==> src/rtl/psd_pkg.sv <==
package psd_pkg;

    localparam int WORD_W    = 8;
    localparam int OFFSET    = 4;
    localparam int PRE_LOW   = 4;
    localparam int SWAL_W    = $clog2(PRE_LOW);
    localparam int N_W       = WORD_W + 1;
    localparam int M_W       = N_W - SWAL_W;
    localparam int PRE_CNT_W = $clog2(PRE_LOW + 1);
    localparam int MIN_N     = 12;
    localparam int SHORT_A   = 8;
    localparam int SHORT_B   = 9;

    typedef struct packed {
        logic [M_W-1:0]    m;
        logic [SWAL_W-1:0] a;
    } ratio_t;

    function automatic logic [N_W-1:0] word_to_n(input logic [WORD_W-1:0] w,
                                                  input logic allow_short);
        logic [N_W-1:0] n;
        n = {1'b0, w} + N_W'(OFFSET);
        if (n >= N_W'(MIN_N))
            return n;
        if (allow_short && (n == N_W'(SHORT_A) || n == N_W'(SHORT_B)))
            return n;
        return N_W'(MIN_N);
    endfunction

    function automatic ratio_t split_n(input logic [N_W-1:0] n);
        ratio_t r;
        r.m = n[N_W-1:SWAL_W];
        r.a = n[SWAL_W-1:0];
        return r;
    endfunction

endpackage

==> src/rtl/psd_word_decode.sv <==
module psd_word_decode
    import psd_pkg::*;
#(
    parameter bit ALLOW_SHORT = 1'b1
) (
    input  logic [WORD_W-1:0] word,
    output ratio_t            cfg
);
    logic [N_W-1:0] n;

    generate
        if (ALLOW_SHORT) begin : g_short
            always_comb n = word_to_n(word, 1'b1);
        end else begin : g_main_only
            always_comb n = word_to_n(word, 1'b0);
        end
    endgenerate

    always_comb cfg = split_n(n);
endmodule

==> src/rtl/psd_prescaler.sv <==
module psd_prescaler
    import psd_pkg::*;
(
    input  logic clk,
    input  logic rst,
    input  logic reload_five,
    output logic pre_end
);
    logic [PRE_CNT_W-1:0] cnt;

    always_comb pre_end = (cnt == '0);

    always_ff @(posedge clk) begin
        if (rst || pre_end)
            cnt <= reload_five ? PRE_CNT_W'(PRE_LOW) : PRE_CNT_W'(PRE_LOW - 1);
        else
            cnt <= cnt - 1'b1;
    end
endmodule

==> src/rtl/psd_swallow_ctrl.sv <==
module psd_swallow_ctrl
    import psd_pkg::*;
(
    input  logic   clk,
    input  logic   rst,
    input  logic   pre_end,
    input  ratio_t cfg,
    output logic   reload_five,
    output logic   period_end
);
    logic [M_W-1:0]    m_cnt;
    logic [SWAL_W-1:0] a_cnt;
    logic              load;

    always_comb begin
        period_end  = pre_end && (m_cnt == M_W'(1));
        load        = rst || period_end;
        reload_five = load ? (cfg.a != '0) : (a_cnt > SWAL_W'(1));
    end

    always_ff @(posedge clk) begin
        if (load) begin
            m_cnt <= cfg.m;
            a_cnt <= cfg.a;
        end else if (pre_end) begin
            m_cnt <= m_cnt - 1'b1;
            a_cnt <= (a_cnt != '0) ? a_cnt - 1'b1 : '0;
        end
    end
endmodule

==> src/rtl/pulse_swallow_div.sv <==
module pulse_swallow_div
    import psd_pkg::*;
(
    input  logic              clk,
    input  logic              rst,
    input  logic [WORD_W-1:0] div_word,
    output logic              div_out
);
    ratio_t cfg;
    logic   reload_five;
    logic   pre_end;
    logic   period_end;

    psd_word_decode #(.ALLOW_SHORT(1'b1)) u_dec (
        .word (div_word),
        .cfg  (cfg)
    );

    psd_prescaler u_pre (
        .clk         (clk),
        .rst         (rst),
        .reload_five (reload_five),
        .pre_end     (pre_end)
    );

    psd_swallow_ctrl u_ctl (
        .clk         (clk),
        .rst         (rst),
        .pre_end     (pre_end),
        .cfg         (cfg),
        .reload_five (reload_five),
        .period_end  (period_end)
    );

    always_ff @(posedge clk) begin
        if (rst) div_out <= 1'b0;
        else     div_out <= period_end;
    end
endmodule

==> config.mk <==
export PLATFORM = sky130hd
export DESIGN_NAME = pulse_swallow_div
export DESIGN_NICKNAME = d
export VERILOG_FILES = /design/src/rtl/psd_pkg.sv /design/src/rtl/psd_word_decode.sv /design/src/rtl/psd_prescaler.sv /design/src/rtl/psd_swallow_ctrl.sv /design/src/rtl/pulse_swallow_div.sv
export SDC_FILE = /design/constraint.sdc
export NUM_CORES = 1
export LEC_CHECK = 0
export BUFFER_PORTS_ARGS = -buffer_cell sky130_fd_sc_hd__buf_2
export CAP_MARGIN = 20
export CORE_UTILIZATION = 55
export CTS_CLUSTER_SIZE = 30
export DETAILED_ROUTE_END_ITERATION = 7
export PLACE_DENSITY = 0.76
export SYNTH_ARGS = -nofsm -noshare
export SYNTH_HDL_FRONTEND = slang
export SYNTH_SLANG_ARGS = --single-unit
==> constraint.sdc <==
create_clock -name clk -period 2.3 [get_ports clk]
set_clock_uncertainty 0.05 [all_clocks]
set_input_delay 0.23 -clock clk [delete_from_list [all_inputs] [get_ports clk]]
set_output_delay 0.23 -clock clk [all_outputs]
set_load 0.02 [all_outputs]
==> After elaboration in Yosys (flattened, before gate mapping) <==
Index checks and enable logic that the tools add are counted.
{ "classes": {"n_addsub": 4, "order_cmp": 2, "eq_ne": 3, "mux": 15, "n_reduce_logical": 8} }
{ "ops": {"columns": ["op", "count"], "rows": [
  ["$mux 9", 4],
  ["$eq 9x4->1 const B", 2],
  ["$mux 7", 2],
  ["$add 8x3->9 const B", 1],
  ["$ge 9x4->1 const B", 1],
  ["$eq 7x1->1 const B", 1],
  ["$sub 7x1->7 const B", 1],
  ["$mux 2", 3],
  ["$mux 3", 2],
  ["$reduce_bool 2->1", 3],
  ["$mux 1", 4],
  ["$logic_not 3->1", 1],
  ["$logic_or 1x1->1", 3],
  ["$sub 3x1->3 const B", 1],
  ["$gt 2x1->1 const B", 1],
  ["$sub 2x1->2 const B", 1],
  ["$logic_and 1x1->1", 1]
]} }
{ "totals": {"regBits": 13, "output_inout_bits": 1, "elab_cells": 36} }

==> Longest topological paths before layout <==
Gate-level depths: netlist of the first run.
{ "logic_depth": {"depth_word": 11, "ltp_mapped": 7, "depth_no_buf": 7} }

==> Modules after synthesis <==
Synthesis of the first run repeated with hierarchy kept, for this count alone.
{ "unflattened": {"cells_unflattened": 94, "area_unflattened_um2": 954.7} }
{ "modules_own_cells": {"columns": ["mod", "n_inst", "cells_per_inst", "area_each_um2", "seq_area_each_um2"], "rows": [
  ["psd_swallow_ctrl", 1, 49, 595.6, 270.3],
  ["psd_word_decode", 1, 29, 196.4, 0.0],
  ["psd_prescaler", 1, 14, 128.9, 60.1],
  ["pulse_swallow_div", 1, 2, 33.8, 20.0]
]} }

==> Least setup slack after synthesis of the first run <==
Ideal clock, no wire load.
{ "synth_path": {"kind": "reg2reg", "from": "register u_ctl.m_cnt[4]", "to": "register u_pre.cnt[2]", "setup_time_ns": 0.116, "arrival_time_ns": 1.774, "required_ns": 2.134, "path_slack_ns": 0.361, "stages_incl_launch_ff": 6, "path_buffers": 0, "path_cell_list": "edfxtp_1 > nor4_4 > a41oi_4 > a21o_1 > or4_4 > and3_1"} }
{ "synth_between": {"elab_chain_cells": 6} }
{ "synth_lines": {"columns": ["item", "line", "rtl"], "rows": [
  ["start, declared", "psd_swallow_ctrl.sv:11", "logic [M_W-1:0] m_cnt;"],
  ["start signal, assigned", "psd_swallow_ctrl.sv:23", "m_cnt <= cfg.m;"],
  ["start signal, assigned", "psd_swallow_ctrl.sv:26", "m_cnt <= m_cnt - 1'b1;"],
  ["$eq 7x1->1", "psd_swallow_ctrl.sv:16", "period_end = pre_end && (m_cnt == M_W'(1));"],
  ["$logic_and 1x1->1", "psd_swallow_ctrl.sv:16", null],
  ["$logic_or 1x1->1", "psd_swallow_ctrl.sv:17", "load = rst || period_end;"],
  ["$mux 1", "psd_swallow_ctrl.sv:18", "reload_five = load ? (cfg.a != '0) : (a_cnt > SWAL_W'(1));"],
  ["$mux 3", "psd_prescaler.sv:15", "cnt <= reload_five ? PRE_CNT_W'(PRE_LOW) : PRE_CNT_W'(PRE_LOW - 1);"],
  ["$mux 3", "psd_prescaler.sv:14", "if (rst || pre_end)"],
  ["end signal, assigned", "psd_prescaler.sv:15", null],
  ["end signal, assigned", "psd_prescaler.sv:17", "cnt <= cnt - 1'b1;"],
  ["end, declared", "psd_prescaler.sv:9", "logic [PRE_CNT_W-1:0] cnt;"]
]} }
Every way passes these cells.
A chain may end at the register's enable or synchronous reset.

==> Final worst setup path of the first run <==
{ "layout_path": {"from": "register u_ctl.m_cnt[3]", "to": "register u_ctl.a_cnt[0], data pin"} }
{ "layout_between": {"elab_chain_cells": 4} }
{ "layout_lines": {"columns": ["item", "line", "rtl"], "rows": [
  ["$eq 7x1->1", "psd_swallow_ctrl.sv:16", null],
  ["$logic_and 1x1->1", "psd_swallow_ctrl.sv:16", null],
  ["$logic_or 1x1->1", "psd_swallow_ctrl.sv:17", null],
  ["$mux 2", "psd_swallow_ctrl.sv:22", "if (load) begin"],
  ["end signal, assigned", "psd_swallow_ctrl.sv:24", "a_cnt <= cfg.a;"],
  ["end signal, assigned", "psd_swallow_ctrl.sv:27", "a_cnt <= (a_cnt != '0) ? a_cnt - 1'b1 : '0;"],
  ["end, declared", "psd_swallow_ctrl.sv:12", "logic [SWAL_W-1:0] a_cnt;"]
]} }
Every way passes these cells.

==> metrics.cfg, run 1 <==
[run_status]
status = completed

[critical_path]
reg2reg_from = u_ctl.m_cnt[3]
path_depth = 4
r2r_end = u_ctl.a_cnt[0]
crit_family = simple AND/OR/NAND/NOR gates
crit_required_ns = 2.28
path_buf_inv = 0
path_max_fanout = 4
cp_cell_sequence = nor4_4 > a41oi_4 > nor4_1 > nor2_1
crit_type = reg -> reg
critPathSlowestCell = nor4_1
r2r_slack_ns = 0.26
end_kind = register
critPathMaxStageDelay_ns = 0.57
start_kind = register
rr_worst_depth = 4
arrival_ns = 2.02

[route]
vias = 673
wl_per_cell_um = 13.67
route.detailed.drc = 0
detail_route.iter0.violations = 17
dr.pass1.iters = 4
viasPerCell = 5.655
wl_mm = 1.627
ant_nets = 0

[die]
io_pins = 11
die_width_um = 41.76
dieArea_um2 = 1744
start_util = 0.6290
core_area_um2 = 1383
fp.dieH_um = 41.76
row_count = 13

[final_layout]
final_util = 0.7059
area_delta_synth_final_pct = 12.23
antennaDiodeCount = 0
nets = 122
drive_gt1_frac = 0.1731

[clock_tree]
cts_tree = done
cts_max_level = 1
clock_sinks = 13
post_cts_buffers = 0
cts_root_buffer = clkbuf_4
clk_latency_ns = 0.29
cts_resized = 0
cts_hold_buffers = 0
cts-buffers-inserted = 3
path_clk_slew_ns = 0.09
clockBufferDepth = 2

[timing]
final_max_slew_viol_count = 0
worstMarginPinSlew_ns = 0.5705
final.setup.tns_ns = 0
finalCritPeriodShare = 0.8869
max_freq_mhz = 490.2
min_period_ns = 2.040
rsz0062_at_grt = false
setup_ws_ns = 0.2601
setup_violations = 0
whs_ns = 0.1172
slew_headroom = 0.6162
finalHoldViolCount = 0

[place]
pre_cts_ws_ns = 0.2616
dp_hpwl_mm = 1.243
io_buffers = 10
place_congestion = 0.8348

[synth]
ys_types = 28
synth_nets = 106
synth_area_per_cell_um2 = 9.771
synth_warnings = 0
ys_seq_area_frac = 0.4029
syn-instance-count = 89
synth-seq-cells = 13
syn_area_um2 = 869.6

[global_routing]
grt_max_degree = 12
antenna_found_initial = 0
grt_pass1_wl_mm = 2.987
grt_overflow = 0
grt_pass1_vias = 666
grt_util_all_layers = 0.2275

[worst_hold_path]
whs_path_depth = 2
hp-start = rst
holdCritPathClass = in -> reg
min_to = div_out

[run]
cap_violations = 0

[power_and_ir_drop]
powerDensity_nw_per_um2 = 782.9
p_leak_uw = 0.0004330
peakVddDrop_uv = 351.1

cell usage after synthesis:
library cell | n | area [um2]
xnor2_1 | 3 | 26.28
clkbuf_1 | 1 | 3.750
inv_1 | 11 | 41.29
mux2i_1 | 2 | 20.02
nor4b_1 | 1 | 8.760
o211ai_1 | 3 | 22.52
o31ai_1 | 1 | 7.510
and3_1 | 1 | 6.260
a41oi_4 | 1 | 27.53
nand3_1 | 3 | 15.01
a21oi_1 | 2 | 10.01
edfxtp_1 | 9 | 270.3
o21ai_0 | 2 | 10.01
or3_1 | 1 | 6.260
nor4_1 | 1 | 6.260
xor2_1 | 6 | 52.55
a21o_1 | 1 | 7.510
or4_4 | 1 | 11.26
nor4_4 | 1 | 21.27
nor2b_1 | 1 | 6.260
nor3_1 | 2 | 10.01
ha_1 | 7 | 87.58
dfxtp_1 | 4 | 80.08
o21bai_1 | 2 | 15.01
nor2_1 | 11 | 41.29
nand2_1 | 8 | 30.03
a211o_1 | 2 | 17.52
a211oi_1 | 1 | 7.510
area by class of cell:
cell class | instances | area, um2
clock buffers | 4 | 26.28
fillers | 112 | 406.6
inverters | 11 | 41.29
multi-input cells | 64 | 474.2
flip-flops and latches | 13 | 350.3
well taps | 15 | 18.77
repair buffers | 12 | 65.06
worst max path at each step:
stage	start	to	slack, ns
finish	u_ctl.m_cnt[3]	u_ctl.a_cnt[0]	0.26
global route	u_ctl.m_cnt[3]	u_ctl.a_cnt[0]	0.08
CTS	u_ctl.m_cnt[3]	u_ctl.a_cnt[0]	0.26
detailed placement	u_ctl.m_cnt[3]	u_ctl.a_cnt[0]	0.26
global placement	u_ctl.m_cnt[3]	u_pre.cnt[2]	0.31
floorplan	u_ctl.m_cnt[4]	u_pre.cnt[2]	0.36
logic make-up after synthesis:
group           synth area share
compound gates            0.1439
xor+xnor                 0.09065
fa+ha+maj                 0.1007
buf+inv                  0.05179
flops                     0.4029
mux                      0.02302
simple gates              0.1871
registers in the layout (all words and copies together) (netlist names):
| signal | count |
|---|---|
| u_ctl.m_cnt | 7 |
| u_ctl.a_cnt | 2 |
| u_pre.cnt | 3 |
| div_out | 1 |
through the flow:
stage	instance area, um2	instances	power [uW]
after CTS	975.9	119	763.2
after global routing	975.9	119	812.8
after detailed placement	949.7	115	616.9
after global placement	949.7	115	602.8
final	975.9	119	764.0
after floorplan	869.6	89	549.6
cells in the final DEF (no fill, tap or decap), drive strengths merged, types with 3 or more instances in the layout:
master	instances
buf	12
clkbuf	4
dfxtp	4
edfxtp	9
ha	7
inv	11
nand2	8
nand3	3
nor2	11
o211ai	3
xnor2	3
xor2	6
routing by layer:
layer	routed length (um)	track usage	vias to the layer above
met2	767	0.3500	26
li1	-	-	340
met1	738	0.2967	302
met4	48	0.1355	0
met3	71	0.03913	5
met5	0	0	-
report_power, final:
| group | switching [uW] | internal, uW |
|---|---|---|
| clock | 85.1 | 67.5 |
| combinational | 132 | 104 |
| sequential | 47.0 | 328 |
Note: power is estimated with default switching activity, not from simulation.
==> run 2: changes to the inputs <==
--- a/config.mk
+++ b/config.mk
@@ -7,10 +7,10 @@
 export LEC_CHECK = 0
 export BUFFER_PORTS_ARGS = -buffer_cell sky130_fd_sc_hd__buf_2
 export CAP_MARGIN = 20
-export CORE_UTILIZATION = 55
+export CORE_UTILIZATION = 34
 export CTS_CLUSTER_SIZE = 30
 export DETAILED_ROUTE_END_ITERATION = 7
-export PLACE_DENSITY = 0.76
+export PLACE_DENSITY = 0.49
 export SYNTH_ARGS = -nofsm -noshare
 export SYNTH_HDL_FRONTEND = slang
 export SYNTH_SLANG_ARGS = --single-unit
==> run 2 against run 1 <==
Largest cell class unchanged. Global-route usage down 8.9 points. Sequential share of layout area shrank 0.59 points. Fmax rose by 1.6%. Register-to-register slack improved by 0.03 ns. Via count fell by 4.5%. Die area rose by 58%. Sequential power hardly changed. Final cell count is 11% higher. Worst setup slack better by 0.031 ns. Count of clock-buffer cells in the layout did not move. Routed wire length down 4.0%.
==> metrics.cfg, run 2 (same netlist as run 1, synthesis figures left out) <==
[critical_path]
crit_family = simple AND/OR/NAND/NOR gates
critPathMaxStageDelay_ns = 0.55
path_buf_inv = 0
crit_required_ns = 2.25
start_kind = register
end_kind = register
path_max_fanout = 4
critPathSlowestCell = nor4_1
cp_cell_sequence = nor4_4 > a41oi_4 > nor4_1 > a211oi_1
arrival_ns = 1.96
crit_type = reg -> reg

[final_layout]
final_cell_mix = inv_1 (11), nor2_1 (11), buf_2 (10)
top_regs = u_ctl.m_cnt x7, u_pre.cnt x3, u_ctl.a_cnt x2
drive_gt1_frac = 0.1731
nets = 122
multi_input_area_um2 = 474.2
largest_reg_flops = 7
area_delta_synth_final_pct = 14.10
fillers = 230
max_flop_register = u_ctl.m_cnt
regArea_um2 = 350.3
antennaDiodeCount = 0
layoutNonFillerInstCount = 132

[clock_tree]
post_cts_buffers = 0
cts-buffers-inserted = 3
clockBufferDepth = 2
clk_latency_ns = 0.27
cts_resized = 0
cts_max_level = 1
clock_sinks = 13
cts_root_buffer = clkbuf_4
path_clk_slew_ns = 0.08
cts_hold_buffers = 0
cts_tree = done

[place]
placed_cells = 128
io_buffers = 10
dp_hpwl_mm = 1.221
pre_cts_ws_ns = 0.2460
place_congestion = 0.7656

[die]
start_util = 0.3751
dieArea_um2 = 2764
row_count = 17
fp.dieH_um = 52.57
core_area_um2 = 2318
io_pins = 11
die_width_um = 52.57

[timing]
min_period_ns = 2.009
finalCritPeriodShare = 0.8733
max_freq_mhz = 497.9
final.setup.tns_ns = 0
setup_violations = 0
finalHoldViolCount = 0
whs_ns = 0.1453
rsz0062_at_grt = false
worstMarginPinSlew_ns = 0.5550
final_max_slew_viol_count = 0
setup_ws_ns = 0.2914
slew_headroom = 0.6266

[run]
cap_violations = 0

[global_routing]
grt_pass1_vias = 637
grt_max_degree = 12
antenna_found_initial = 0
grt_util_all_layers = 0.1385
grt_overflow = 0
grt_pass1_wl_mm = 2.732

[power_and_ir_drop]
peakVddDrop_uv = 267.9
finalPower_uw = 744.8
p_leak_uw = 0.0004330
powerDensity_nw_per_um2 = 750.7

[route]
wl_per_cell_um = 11.83
viasPerCell = 4.871
route.detailed.drc = 0
ant_nets = 0
wl_mm = 1.562
vias = 643
detail_route.iter0.violations = 10
dr.pass1.iters = 4

[run_status]
status = completed

[worst_hold_path]
holdCritPathClass = in -> reg

-- run 2: per-layer routing --
metal	vias up	routed length (um)	track usage
met5	-	0	0
met4	0	27	0.07895
met3	2	60	0.03478
met2	17	670	0.2068
met1	282	802	0.1788
li1	342	-	-
-- run 2: worst paths after layout --
check	to	from	slack, ns	cells past startpoint
setup reg to reg	u_ctl.a_cnt[1]	u_ctl.m_cnt[4]	0.29	4
hold / removal	div_out	rst	0.15	2
hold reg to reg	u_pre.cnt[0]	u_pre.cnt[0]	0.44	1
setup / recovery	u_ctl.a_cnt[1]	u_ctl.m_cnt[4]	0.29	4
-- run 2: report_power, final --
group	internal (uW)	switching, uW	total (uW)
Combinational	103	126	229
Sequential	328	46.7	375
Clock	67.1	73.7	141
Total	499	246	745
-- run 2: layout make-up --
type                    instances  share of cell area
repair buffers                 12             0.06557
well taps                      28             0.03531
flip-flops and latches         13              0.3531
multi-input cells              64              0.4779
inverters                      11             0.04161
clock buffers                   4             0.02648
-- run 2: metrics by stage --
stage | utilization | area (um2)
2_1_floorplan | - | 869.6
3_3_place_gp | 0.4166 | 965.9
3_5_place_dp | 0.4166 | 965.9
4_1_cts | 0.4280 | 992.2
5_1_grt | 0.4280 | 992.2
6_report | 0.4280 | 992.2
==> run 3: changes to the inputs <==
==> constraint.sdc (replaced) <==
create_clock -name clk -period 2.2 [get_ports clk]
set_clock_uncertainty 0.05 [all_clocks]
set_input_delay 0.22 -clock clk [delete_from_list [all_inputs] [get_ports clk]]
set_output_delay 0.22 -clock clk [all_outputs]
set_load 0.02 [all_outputs]
==> run 3 against run 2 <==
Power increased by 5.2%. Sequential cell count unchanged. Routed wire length increased by 3.1%. Largest power group unchanged.
==> metrics.cfg, run 3 (same netlist as run 1, synthesis figures left out) <==
[run_status]
status = completed

[place]
place_congestion = 0.7515
dp_hpwl_mm = 1.250
io_buffers = 10

[power_and_ir_drop]
internal_power_uw = 520.1
finalPower_uw = 783.7
pwr-share-clk = 0.195
peakVddDrop_uv = 278.7
powerDensity_nw_per_um2 = 789.9
p_leak_uw = 0.0004336
comb_power_share = 0.306
switching_power_uw = 263.7
power_frac_seq = 0.500
switching_share = 0.3364

[route]
wl_per_cell_um = 12.20
detail_route.iter0.violations = 9
wl_mm = 1.610
route.detailed.drc = 0
wl_met3_um = 40
drt-met1-wl_um = 864
dr.pass1.iters = 4
top_layer = met4
vias = 653
ant_nets = 0
viasPerCell = 4.947
met2_length_um = 678

[critical_path]
path_max_fanout = 8
path_buf_inv = 0
crit_family = simple AND/OR/NAND/NOR gates
start_kind = register
cp_cell_sequence = nor4_4 > a41oi_4 > a21o_1 > or4_4 > and3_1
r2r_end = u_pre.cnt[2]
reg2reg_from = u_ctl.m_cnt[4]
end_kind = register
crit_required_ns = 2.33
critPathSlowestCell = edfxtp_1
rr_worst_depth = 5
crit_type = reg -> reg
arrival_ns = 2.17
r2r_slack_ns = 0.15
critPathMaxStageDelay_ns = 0.47

[clock_tree]
cts_hold_buffers = 0
clock_sinks = 13
cts_tree = done
path_clk_slew_ns = 0.09
clockBufferDepth = 2
cts_max_level = 1
cts_resized = 0
cts-buffers-inserted = 3
cts_root_buffer = clkbuf_4
post_cts_buffers = 0
clk_latency_ns = 0.27

[final_layout]
final_cell_mix = inv_1 (11), nor2_1 (11), buf_2 (10)
area_delta_synth_final_pct = 14.10
drive_gt1_frac = 0.1731
top_regs = u_ctl.m_cnt x7, u_pre.cnt x3, u_ctl.a_cnt x2
max_flop_register = u_ctl.m_cnt
antennaDiodeCount = 0
largest_reg_flops = 7
nets = 122

[global_routing]
grt_util_all_layers = 0.1431
grt_max_degree = 13
grt_overflow = 0
antenna_found_initial = 0
grt_pass1_wl_mm = 2.801
grt_pass1_vias = 623

[worst_hold_path]
min_to = div_out
whs_path_depth = 2
hp-start = rst
holdCritPathClass = in -> reg

[die]
io_pins = 11
core_area_um2 = 2318
fp.dieH_um = 52.57
die_width_um = 52.57
row_count = 17
dieArea_um2 = 2764
start_util = 0.3751

[timing]
slew_headroom = 0.6938
finalCritPeriodShare = 0.9304
min_period_ns = 2.047
finalHoldViolCount = 0
setup_violations = 0
max_freq_mhz = 488.5
final.setup.tns_ns = 0
rsz0062_at_grt = false
final_max_slew_viol_count = 0
worstMarginPinSlew_ns = 0.4551

[run]
cap_violations = 0

run 3: cell counts in the layout (fill, tap and decap cells not counted):
No cell type changed its count.
run 3: cell type report:
type / count / area [um2]
clock buffer: 4 / 26.28
fill: 241 / 1326
inverter: 11 / 41.29
multi-input combinational: 64 / 474.2
sequential: 13 / 350.3
tap: 28 / 35.03
timing repair buffer: 12 / 65.06
run 3: power groups by stage:
stage	Clock, uW	Combinational, uW	Sequential (uW)
after detailed placement	0	240	398
after global routing	172	277	402
final	152	239	392
after CTS	158	244	392
after floorplan	0	189	386
after global placement	0	246	393
run 3: routing by layer:
layer / vias up / GRT usage
met1: 299 / 0.1929
met4: 0 / 0.09211
met5: - / 0
met3: 2 / 0.01739
li1: 340 / -
met2: 12 / 0.2131
run 3: worst max path at each step:
stage / startpoint / end / slack, ns / cells after the start
CTS: u_ctl.m_cnt[4] / u_ctl.m_cnt[1] / 0.15 / 5
global placement: div_word[2] / u_ctl.m_cnt[1] / 0.22 / 8
finish: u_ctl.m_cnt[4] / u_pre.cnt[2] / 0.15 / 5
detailed placement: u_ctl.m_cnt[4] / u_pre.cnt[2] / 0.17 / 5
global route: u_ctl.m_cnt[4] / u_ctl.m_cnt[1] / 0.05 / 5
floorplan: u_ctl.m_cnt[4] / u_pre.cnt[2] / 0.26 / 5
run 3: per-stage QoR:
step             util  instance area, um2  instances  hold slack (ns)  worst slack, ns
4_1_cts        0.4280               992.2        132           0.1134           0.1523
3_5_place_dp   0.4166               965.9        128           0.4122           0.1705
6_report       0.4280               992.2        132           0.1192           0.1531
5_1_grt        0.4280               992.2        132           0.1112          0.04809
3_3_place_gp   0.4166               965.9        128           0.4192           0.2179
2_1_floorplan       -               869.6         89           0.2473           0.2606
